$ cat src/rtl/pgen_ctrl_pkg.sv
package pgen_ctrl_pkg;

  localparam int STATE_W = 3;

  typedef enum logic [STATE_W-1:0] {
    ST_IDLE = 3'b000,
    ST_INC  = 3'b001,
    ST_OFF  = 3'b010,
    ST_WAIT = 3'b011,
    ST_RUN  = 3'b100,
    ST_PRST = 3'b101
  } pg_state_e;

  typedef struct packed {
    logic ce;
    logic sclr;
    logic we;
    logic sel;
  } pg_ctl_t;

endpackage

$ cat src/rtl/pgen_rst_sync.sv
module pgen_rst_sync #(
  parameter int STAGES = 2
) (
  input  logic clk,
  input  logic rst_n,
  output logic rst_sync_n
);

  localparam int LAST = STAGES - 1;

  logic [LAST:0] chain_q;

  generate
    if (STAGES == 1) begin : g_single
      always_ff @(posedge clk or negedge rst_n) begin
        if (!rst_n) chain_q <= '0;
        else        chain_q <= 1'b1;
      end
    end else begin : g_multi
      always_ff @(posedge clk or negedge rst_n) begin
        if (!rst_n) chain_q <= '0;
        else        chain_q <= {chain_q[LAST-1:0], 1'b1};
      end
    end
  endgenerate

  assign rst_sync_n = chain_q[LAST];

endmodule

$ cat src/rtl/pgen_edge_det.sv
module pgen_edge_det (
  input  logic clk,
  input  logic rst_n,
  input  logic level_i,
  output logic rise_o
);

  logic level_q;

  always_ff @(posedge clk or negedge rst_n) begin
    if (!rst_n) level_q <= 1'b0;
    else        level_q <= level_i;
  end

  assign rise_o = level_i & ~level_q;

  // a rising edge can never be reported on two consecutive clocks
  assert_single_rise_R8: assert property (@(posedge clk) disable iff (!rst_n)
    rise_o |=> !rise_o);

endmodule

$ cat src/rtl/pgen_seq_fsm.sv
module pgen_seq_fsm
  import pgen_ctrl_pkg::*;
(
  input  logic      clk,
  input  logic      rst_n,
  input  logic      start_i,
  input  logic      stop_i,
  input  logic      trig_rise_i,
  output pg_state_e state_o
);

  pg_state_e state_q;
  pg_state_e state_d;

  always_comb begin
    state_d = state_q;
    unique case (state_q)
      ST_IDLE: if (start_i)     state_d = ST_INC;
      ST_INC:  state_d = stop_i ? ST_IDLE : ST_OFF;
      ST_OFF:  state_d = stop_i ? ST_IDLE : ST_WAIT;
      ST_WAIT: begin
        if (stop_i)           state_d = ST_IDLE;
        else if (trig_rise_i) state_d = ST_PRST;
      end
      ST_PRST: state_d = stop_i ? ST_IDLE : ST_RUN;
      ST_RUN: begin
        if (stop_i)           state_d = ST_IDLE;
        else if (trig_rise_i) state_d = ST_PRST;
      end
      default: state_d = ST_IDLE;
    endcase
  end

  always_ff @(posedge clk or negedge rst_n) begin
    if (!rst_n) state_q <= ST_IDLE;
    else        state_q <= state_d;
  end

  assign state_o = state_q;

  // start in idle enters increment-config
  assert_start_enters_inc_R2: assert property (@(posedge clk) disable iff (!rst_n)
    (state_q == ST_IDLE && start_i) |=> state_q == ST_INC);

  // increment-config lasts one clock
  assert_inc_one_cycle_R3: assert property (@(posedge clk) disable iff (!rst_n)
    (state_q == ST_INC && !stop_i) |=> state_q == ST_OFF);

  // offset-config lasts one clock
  assert_off_one_cycle_R4: assert property (@(posedge clk) disable iff (!rst_n)
    (state_q == ST_OFF && !stop_i) |=> state_q == ST_WAIT);

  // phase-reset hands over to run
  assert_prst_to_run_R6: assert property (@(posedge clk) disable iff (!rst_n)
    (state_q == ST_PRST && !stop_i) |=> state_q == ST_RUN);

  // stop from an active state lands in idle
  assert_stop_to_idle_R9: assert property (@(posedge clk) disable iff (!rst_n)
    (state_q != ST_IDLE && stop_i) |=> state_q == ST_IDLE);

endmodule

$ cat src/rtl/pgen_out_decode.sv
module pgen_out_decode
  import pgen_ctrl_pkg::*;
(
  input  pg_state_e state_i,
  output pg_ctl_t   ctl_o
);

  always_comb begin
    ctl_o = '{ce: 1'b0, sclr: 1'b0, we: 1'b0, sel: 1'b0};
    unique case (state_i)
      ST_IDLE: ctl_o.sclr = 1'b1;
      ST_INC:  ctl_o.we   = 1'b1;
      ST_OFF: begin
        ctl_o.we  = 1'b1;
        ctl_o.sel = 1'b1;
      end
      ST_WAIT: ctl_o = '{ce: 1'b0, sclr: 1'b0, we: 1'b0, sel: 1'b0};
      ST_PRST: begin
        ctl_o.ce   = 1'b1;
        ctl_o.sclr = 1'b1;
      end
      ST_RUN:  ctl_o.ce = 1'b1;
      default: ctl_o.sclr = 1'b1;
    endcase
  end

endmodule

$ cat src/rtl/pgen_ctrl.sv
module pgen_ctrl
  import pgen_ctrl_pkg::*;
#(
  parameter int RST_STAGES = 2
) (
  input  logic               clk,
  input  logic               rst_n,
  input  logic               start_i,
  input  logic               stop_i,
  input  logic               trig_i,
  output logic               syn_ce_o,
  output logic               syn_sclr_o,
  output logic               syn_we_o,
  output logic               syn_sel_o,
  output logic [STATE_W-1:0] state_code_o
);

  logic      rst_int_n;
  logic      trig_rise;
  pg_state_e state;
  pg_ctl_t   ctl;

  pgen_rst_sync #(.STAGES(RST_STAGES)) u_rst_sync (
    .clk        (clk),
    .rst_n      (rst_n),
    .rst_sync_n (rst_int_n)
  );

  pgen_edge_det u_trig_edge (
    .clk     (clk),
    .rst_n   (rst_int_n),
    .level_i (trig_i),
    .rise_o  (trig_rise)
  );

  pgen_seq_fsm u_fsm (
    .clk         (clk),
    .rst_n       (rst_int_n),
    .start_i     (start_i),
    .stop_i      (stop_i),
    .trig_rise_i (trig_rise),
    .state_o     (state)
  );

  pgen_out_decode u_dec (
    .state_i (state),
    .ctl_o   (ctl)
  );

  assign syn_ce_o     = ctl.ce;
  assign syn_sclr_o   = ctl.sclr;
  assign syn_we_o     = ctl.we;
  assign syn_sel_o    = ctl.sel;
  assign state_code_o = state;

  // configuration writes never overlap running or clearing
  assert_we_exclusive_R4: assert property (@(posedge clk) disable iff (!rst_int_n)
    syn_we_o |-> (!syn_ce_o && !syn_sclr_o));

  // clear while enabled only in phase-reset, which follows a trigger edge
  assert_prst_after_edge_R6: assert property (@(posedge clk) disable iff (!rst_int_n)
    (trig_rise && !stop_i && (state == ST_RUN || state == ST_WAIT))
      |=> (syn_ce_o && syn_sclr_o));

endmodule

$ cat config.mk
export PLATFORM = sky130hd
export DESIGN_NAME = pgen_ctrl
export DESIGN_NICKNAME = d
export VERILOG_FILES = /design/src/rtl/pgen_ctrl_pkg.sv /design/src/rtl/pgen_rst_sync.sv /design/src/rtl/pgen_edge_det.sv /design/src/rtl/pgen_seq_fsm.sv /design/src/rtl/pgen_out_decode.sv /design/src/rtl/pgen_ctrl.sv
export SDC_FILE = /design/constraint.sdc
export NUM_CORES = 1
export LEC_CHECK = 0
export BUFFER_PORTS_ARGS = -buffer_cell sky130_fd_sc_hd__buf_2
export CAP_MARGIN = 20
export CORE_AREA = 2 2 39 41
export CTS_CLUSTER_SIZE = 24
export DETAILED_ROUTE_END_ITERATION = 10
export DIE_AREA = 0 0 41 43
export GPL_TIMING_DRIVEN = 0
export HOLD_SLACK_MARGIN = 0.1
export PLACE_DENSITY = 0.42
export SKIP_LAST_GASP = 1
export SYNTH_ARGS = -nofsm -noshare
export SYNTH_HDL_FRONTEND = slang
export SYNTH_SLANG_ARGS = --single-unit
export TNS_END_PERCENT = 5
$ cat constraint.sdc
create_clock -name clk -period 0.9 [get_ports clk]
set_input_delay 0.09 -clock clk [delete_from_list [all_inputs] [get_ports clk]]
set_output_delay 0.09 -clock clk [all_outputs]
set_load 0.05 [all_outputs]
# [Yosys cells after proc, flatten, opt, wreduce, memory -nomap -nowiden]
# Index checks and enable logic that the tools add are counted.
[totals] register_bits=6 latch_bits=0 ramBits=0 rom_bits=0 input_bits=5 out_inout_bits=7 wordCells=29 memories=0
[classes] n_addsub=0 mul=0 div=0 order_cmp=0 eq_ne=7 shifts=0 n_mux=11 bitwise_logic=2 reduce_logical=6
[ops] operator="one-hot mux 3 bit (5 select lines)" n=1
[ops] operator="2-to-1 mux 3 bit" n=4
[ops] operator="== test 3 x 2 -> 1 bit, second input constant" n=2
[ops] operator="== test 3 bit, second input constant" n=2
[ops] operator="OR reduction 2 bit" n=3
[ops] operator="2-to-1 mux 1 bit" n=4
[ops] operator="2-to-1 mux 2 bit" n=2
[ops] operator="OR reduction 4 bit" n=1
[ops] operator="== test 3 x 1 -> 1 bit, second input constant" n=1
[ops] operator="logical NOT 3 bit" n=1
[ops] operator="inequality test 3 x 1 -> 1 bit, second input constant" n=1
[ops] operator="inequality test 2 bit, second input constant" n=1
[ops] operator="AND reduction 2 bit" n=1
[ops] operator="AND 1 bit" n=1
[ops] operator="NOT 1 bit" n=1

# [Longest topological paths before layout]
[depth] depth_word=5 ltp_mapped=3

# [Hierarchy]
# A second synthesis with hierarchy kept.
[unflattened] cells_unflattened=26 hier_area_um2=282.8
[modules_own_cells] mod="pgen_seq_fsm" n_inst=1 cells_per_inst=15 area_per_inst_um2=148.9
[modules_own_cells] mod="pgen_rst_sync" n_inst=1 cells_per_inst=3 area_per_inst_um2=53.8
[modules_own_cells] mod="pgen_out_decode" n_inst=1 cells_per_inst=6 area_per_inst_um2=41.3
[modules_own_cells] mod="pgen_edge_det" n_inst=1 cells_per_inst=2 area_per_inst_um2=38.8

# [Least setup slack after synthesis]
# OpenSTA, ideal clock, no wires.
[synth_path] path_type="reg-to-output" start="reg u_fsm.state_q[1] (netlist: u_fsm.state_o[1])" end="out syn_sel_o" arrival_time_ps=1871 t_required_ps=810 path_slack_ps=-1061 stages_incl_launch_ff=3 path_cell_list="dfrtp_1 > inv_2 > nor3_1"
[synth_via] elab_chain_cells=2
[synth_lines] item="from (decl)" line_no="pgen_seq_fsm.sv:12" source="pg_state_e state_q;"
[synth_lines] item="from (signal assigned)" line_no="pgen_seq_fsm.sv:36" source="else state_q <= state_d;"
[synth_lines] item="== test 3 x 2 -> 1 bit" line_no="pgen_out_decode.sv:10" source="unique case (state_i)"
[synth_lines] item="2-to-1 mux 1 bit" line_no="pgen_out_decode.sv:10"
[synth_lines] item="to (decl)" line_no="pgen_ctrl.sv:14" source="output logic syn_sel_o,"
# No other way between the ends.

# [Worst setup path in the final report]
[layout_path] start="reg u_fsm.state_q[1] (netlist: u_fsm.state_o[1])" end="out syn_sclr_o"
[layout_via] elab_chain_cells=3
[layout_lines] item="== test 3 x 2 -> 1 bit, or another cell as far along" line_no="pgen_out_decode.sv:10"
[layout_lines] item="OR reduction 4 bit (no source line) *"
[layout_lines] item="2-to-1 mux 1 bit *" line_no="pgen_out_decode.sv:10"
[layout_lines] item="to (decl)" line_no="pgen_ctrl.sv:12" source="output logic syn_sclr_o,"
# Every way passes the cells marked *; elsewhere a longest branch is shown, timed or not.

==> results.sh <==
export IMPL_grt_pass1_vias=227
export IMPL_vias=247
export IMPL_overflow=0
export IMPL_avgSynthCellArea_sq_um=11.10
export IMPL_critical_path_endpoint_type="output pin"
export IMPL_dpl_worst_slack_ns=-0.2810
export IMPL_status="finished with violations"
export IMPL_yosys_mux_area_fraction=0
export IMPL_hold_start="stop_i"
export IMPL_synth_area_leader_cell="dfrtp_1"
export IMPL_finalSetupViolations=10
export IMPL_cts_reportedPaths_clkPinSlew_ns=0.05
export IMPL_p_total_w=0.001190
export IMPL_dieArea_sq_um=1763
export IMPL_cts_buffers=3
export IMPL_fin_cells=59
export IMPL_yosysWarningCount=0
export IMPL_yosys_cell_count_top_type="dfrtp_1"
export IMPL_nets=49
export IMPL_synth_distinct_cells=16
export IMPL_cts_tree="yes"
export IMPL_arrival_ns=1.28
export IMPL_ys_async_sr_fraction=1.000
export IMPL_violations="negative setup slack"
export IMPL_hold_viol=0
export IMPL_critical_path_cell_chain="nor2_4, xor2_4, buf_6"
export IMPL_ctsHoldBuffers=3
export IMPL_finalInstanceArea_sq_um=485.5
export IMPL_vias_per_cell=4.186
export IMPL_cts_buffer_depth=2
export IMPL_numPortBuffers=11
export IMPL_fin_crit_ns=1.367
export IMPL_drv_slew=0
export IMPL_final_layout_size_suffix_gt1_frac=0.6279
export IMPL_ios=12
export IMPL_num_antenna_cells=0
export IMPL_synth_edff_count=0
export IMPL_drv_cap=0
export IMPL_rsz0062_at_grt="yes"
export IMPL_critPathMaxFanout=5
export IMPL_die_h_um=43
export IMPL_skew_ns=0.008483
export IMPL_cp_startpoint="u_fsm.state_o[1]"
export IMPL_netlist_area_sq_um=266.5
export IMPL_cp_start_kind="flip-flop"
export IMPL_required_ns=0.81
export IMPL_yosys_top_cells_area="dfrtp_1 (56%), o2bb2ai_2 (5.6%), nor2b_1 (4.7%), nor2_1 (4.2%), or3_4 (4.2%)"
export IMPL_place_inst=51
export IMPL_route_detailed_drc=0
export IMPL_h_tree_depth=1
export IMPL_ir_worst_vdd_mv=1.127
export IMPL_synth_net_count=29
export IMPL_grt_max_degree=10
export IMPL_grt_util_all_layers=0.08130
export IMPL_min_path_type="in -> reg"
export IMPL_fmax_ghz=0.7313
export IMPL_timing_final_ws_setup_ns=-0.4675
export IMPL_num_rows=14
export IMPL_synth_fa_ha_area_frac=0
export IMPL_synth_top_family_by_area="simple AND/OR/NAND/NOR gates"
export IMPL_synthSimpleGateAreaFrac=0.2535
export IMPL_wl_per_cell_um=8.695
export IMPL_design_core_area_sq_um=1384
export IMPL_drtIter0Drc=3
export IMPL_synthFlopType="dfrtp_1"
export IMPL_grt_pass1_wl_um=938
export IMPL_r2r_start="u_fsm.state_o[2]"
export IMPL_place_congestion=0.7277
export IMPL_dr_pass1_iters=2
export IMPL_wirelength_um=513
export IMPL_antenna_found_initial=0
export IMPL_clk_latency_ns=0.24
export IMPL_fin_crit_sh=1.519
export IMPL_postRouteAntennaNets=0
export IMPL_power_density_nw_per_um2=2451
export IMPL_yosysSeqAreaShare=0.5634
export IMPL_p_leak_nw=0.2135
export IMPL_synth_cells=24
export IMPL_fp_dieW_um=41
export IMPL_slowest_stage="dfrtp_4"
export IMPL_synth_xor_area_frac=0.06573
export IMPL_clock_sinks=6
export IMPL_worst_setup_path_type="reg -> out"
export IMPL_synth_seq_cells=6
export IMPL_area_delta_synth_final_pct=82.16
export IMPL_dp_hpwl_um=407.3
export IMPL_postPlaceCellArea_sq_um=405.4
export IMPL_synth_top_area_share=0.5634
export IMPL_initial_core_util=0.1926
export IMPL_synth_compound_area_frac=0.07512
export IMPL_root_buffer="clkbuf_4"
export IMPL_cp_slowest_stage_delay_ns=0.53
export IMPL_ys_top_cells_by_count="dfrtp_1 (6), nor2_1 (3), nor2b_1 (2)"
==> critical path, delay by kind of cell, from the launching register on <==
family | cells | cell delay, ns
flip-flops | 1 | 0.53
AND/OR/NAND/NOR | 1 | 0.18
XOR/XNOR | 1 | 0.15
buffers and inverters | 1 | 0.17
==> metal layers <==
metal | global-route usage | routed length, um | vias up | share of wire
li1 | - | - | 120 | -
met5 | 0 | 0 | - | 0
met4 | 0.02000 | 0 | 0 | 0
met1 | 0.09699 | 203 | 118 | 0.40
met2 | 0.1125 | 262 | 9 | 0.51
met3 | 0.06283 | 47 | 0 | 0.092
==> flip-flops by register name, indices dropped and copies added (netlist names) <==
signal	cells
u_fsm.state_o	3
u_rst_sync.chain_q	2
u_trig_edge.level_q	1
==> worst paths after layout <==
check / cells past startpoint / slack (ns) / to
min in group asynchronous: 2 / 0.16 / u_rst_sync.chain_q[1]
worst max-delay path: 3 / -0.47 / syn_sclr_o
worst min register to register: 0 / 0.35 / u_rst_sync.chain_q[1]
worst min-delay path: 2 / 0.05 / u_fsm.state_o[1]
max in group asynchronous: 1 / 0.13 / u_fsm.state_o[2]
worst max register to register: 2 / -0.24 / u_fsm.state_o[2]
==> power by group <==
group          total, W  switching [W]  internal [W]
Combinational  0.000551       0.000351      0.000200
Clock          0.000263      0.0000949      0.000168
Sequential     0.000376      0.0000690      0.000307
==> cell families after synthesis <==
family / count (synthesis)
buffers and inverters: 2
AND/OR/NAND/NOR: 11
flip-flops: 6
XOR/XNOR: 2
AO/OA/AOI/OAI: 2
other: 1
==> cells in the final DEF, fill, tap and decap left out, drive strengths merged <==
master / netlist / routed
xor2: 1 / 1
or3: 1 / 1
dfrtp: 6 / 6
nor2: 3 / 3
dlygate4sd3: 0 / 3
o2bb2ai: 1 / 1
nor3: 1 / 1
nor4bb: 1 / 1
buf: 0 / 12
nor2b: 2 / 2
nand2: 1 / 1
inv: 2 / 2
nor4: 1 / 1
conb: 1 / 1
o21ai: 1 / 1
xnor2: 1 / 1
clkbuf: 0 / 4
nand3b: 1 / 1
==> per-stage QoR <==
| step | utilization | TNS (ns) | hold slack (ns) |
|---|---|---|---|
| finish | 0.3508 | -2.959 | 0.04797 |
| floorplan | - | -1.656 | -0.2056 |
| CTS | 0.3454 | -3.017 | 0.04308 |
| global route | 0.3508 | -3.484 | 0.06022 |
| detailed placement | 0.2929 | -1.377 | -0.1243 |
| global placement | 0.2929 | -1.348 | -0.1244 |
==> area by class of cell <==
| cell class | instances | area [sq um] |
|---|---|---|
| Multi-Input combinational cell | 16 | 168.9 |
| Tap cell | 16 | 20.02 |
| Timing Repair Buffer | 15 | 101.3 |
| Fill cell | 152 | 898.4 |
| Clock buffer | 4 | 26.28 |
| Inverter | 2 | 10.01 |
| Sequential cell | 6 | 158.9 |
==> repair_timing <==
action                                  in CTS  in global routing
resized for setup                            4                  0
endpoints found under the setup margin      10                 10
buffers inserted                             0                  1
endpoints found under the hold margin        8                  1
gates cloned                                 0                  0
pin swaps                                    0                  1
(Power assumes the default switching activity.)
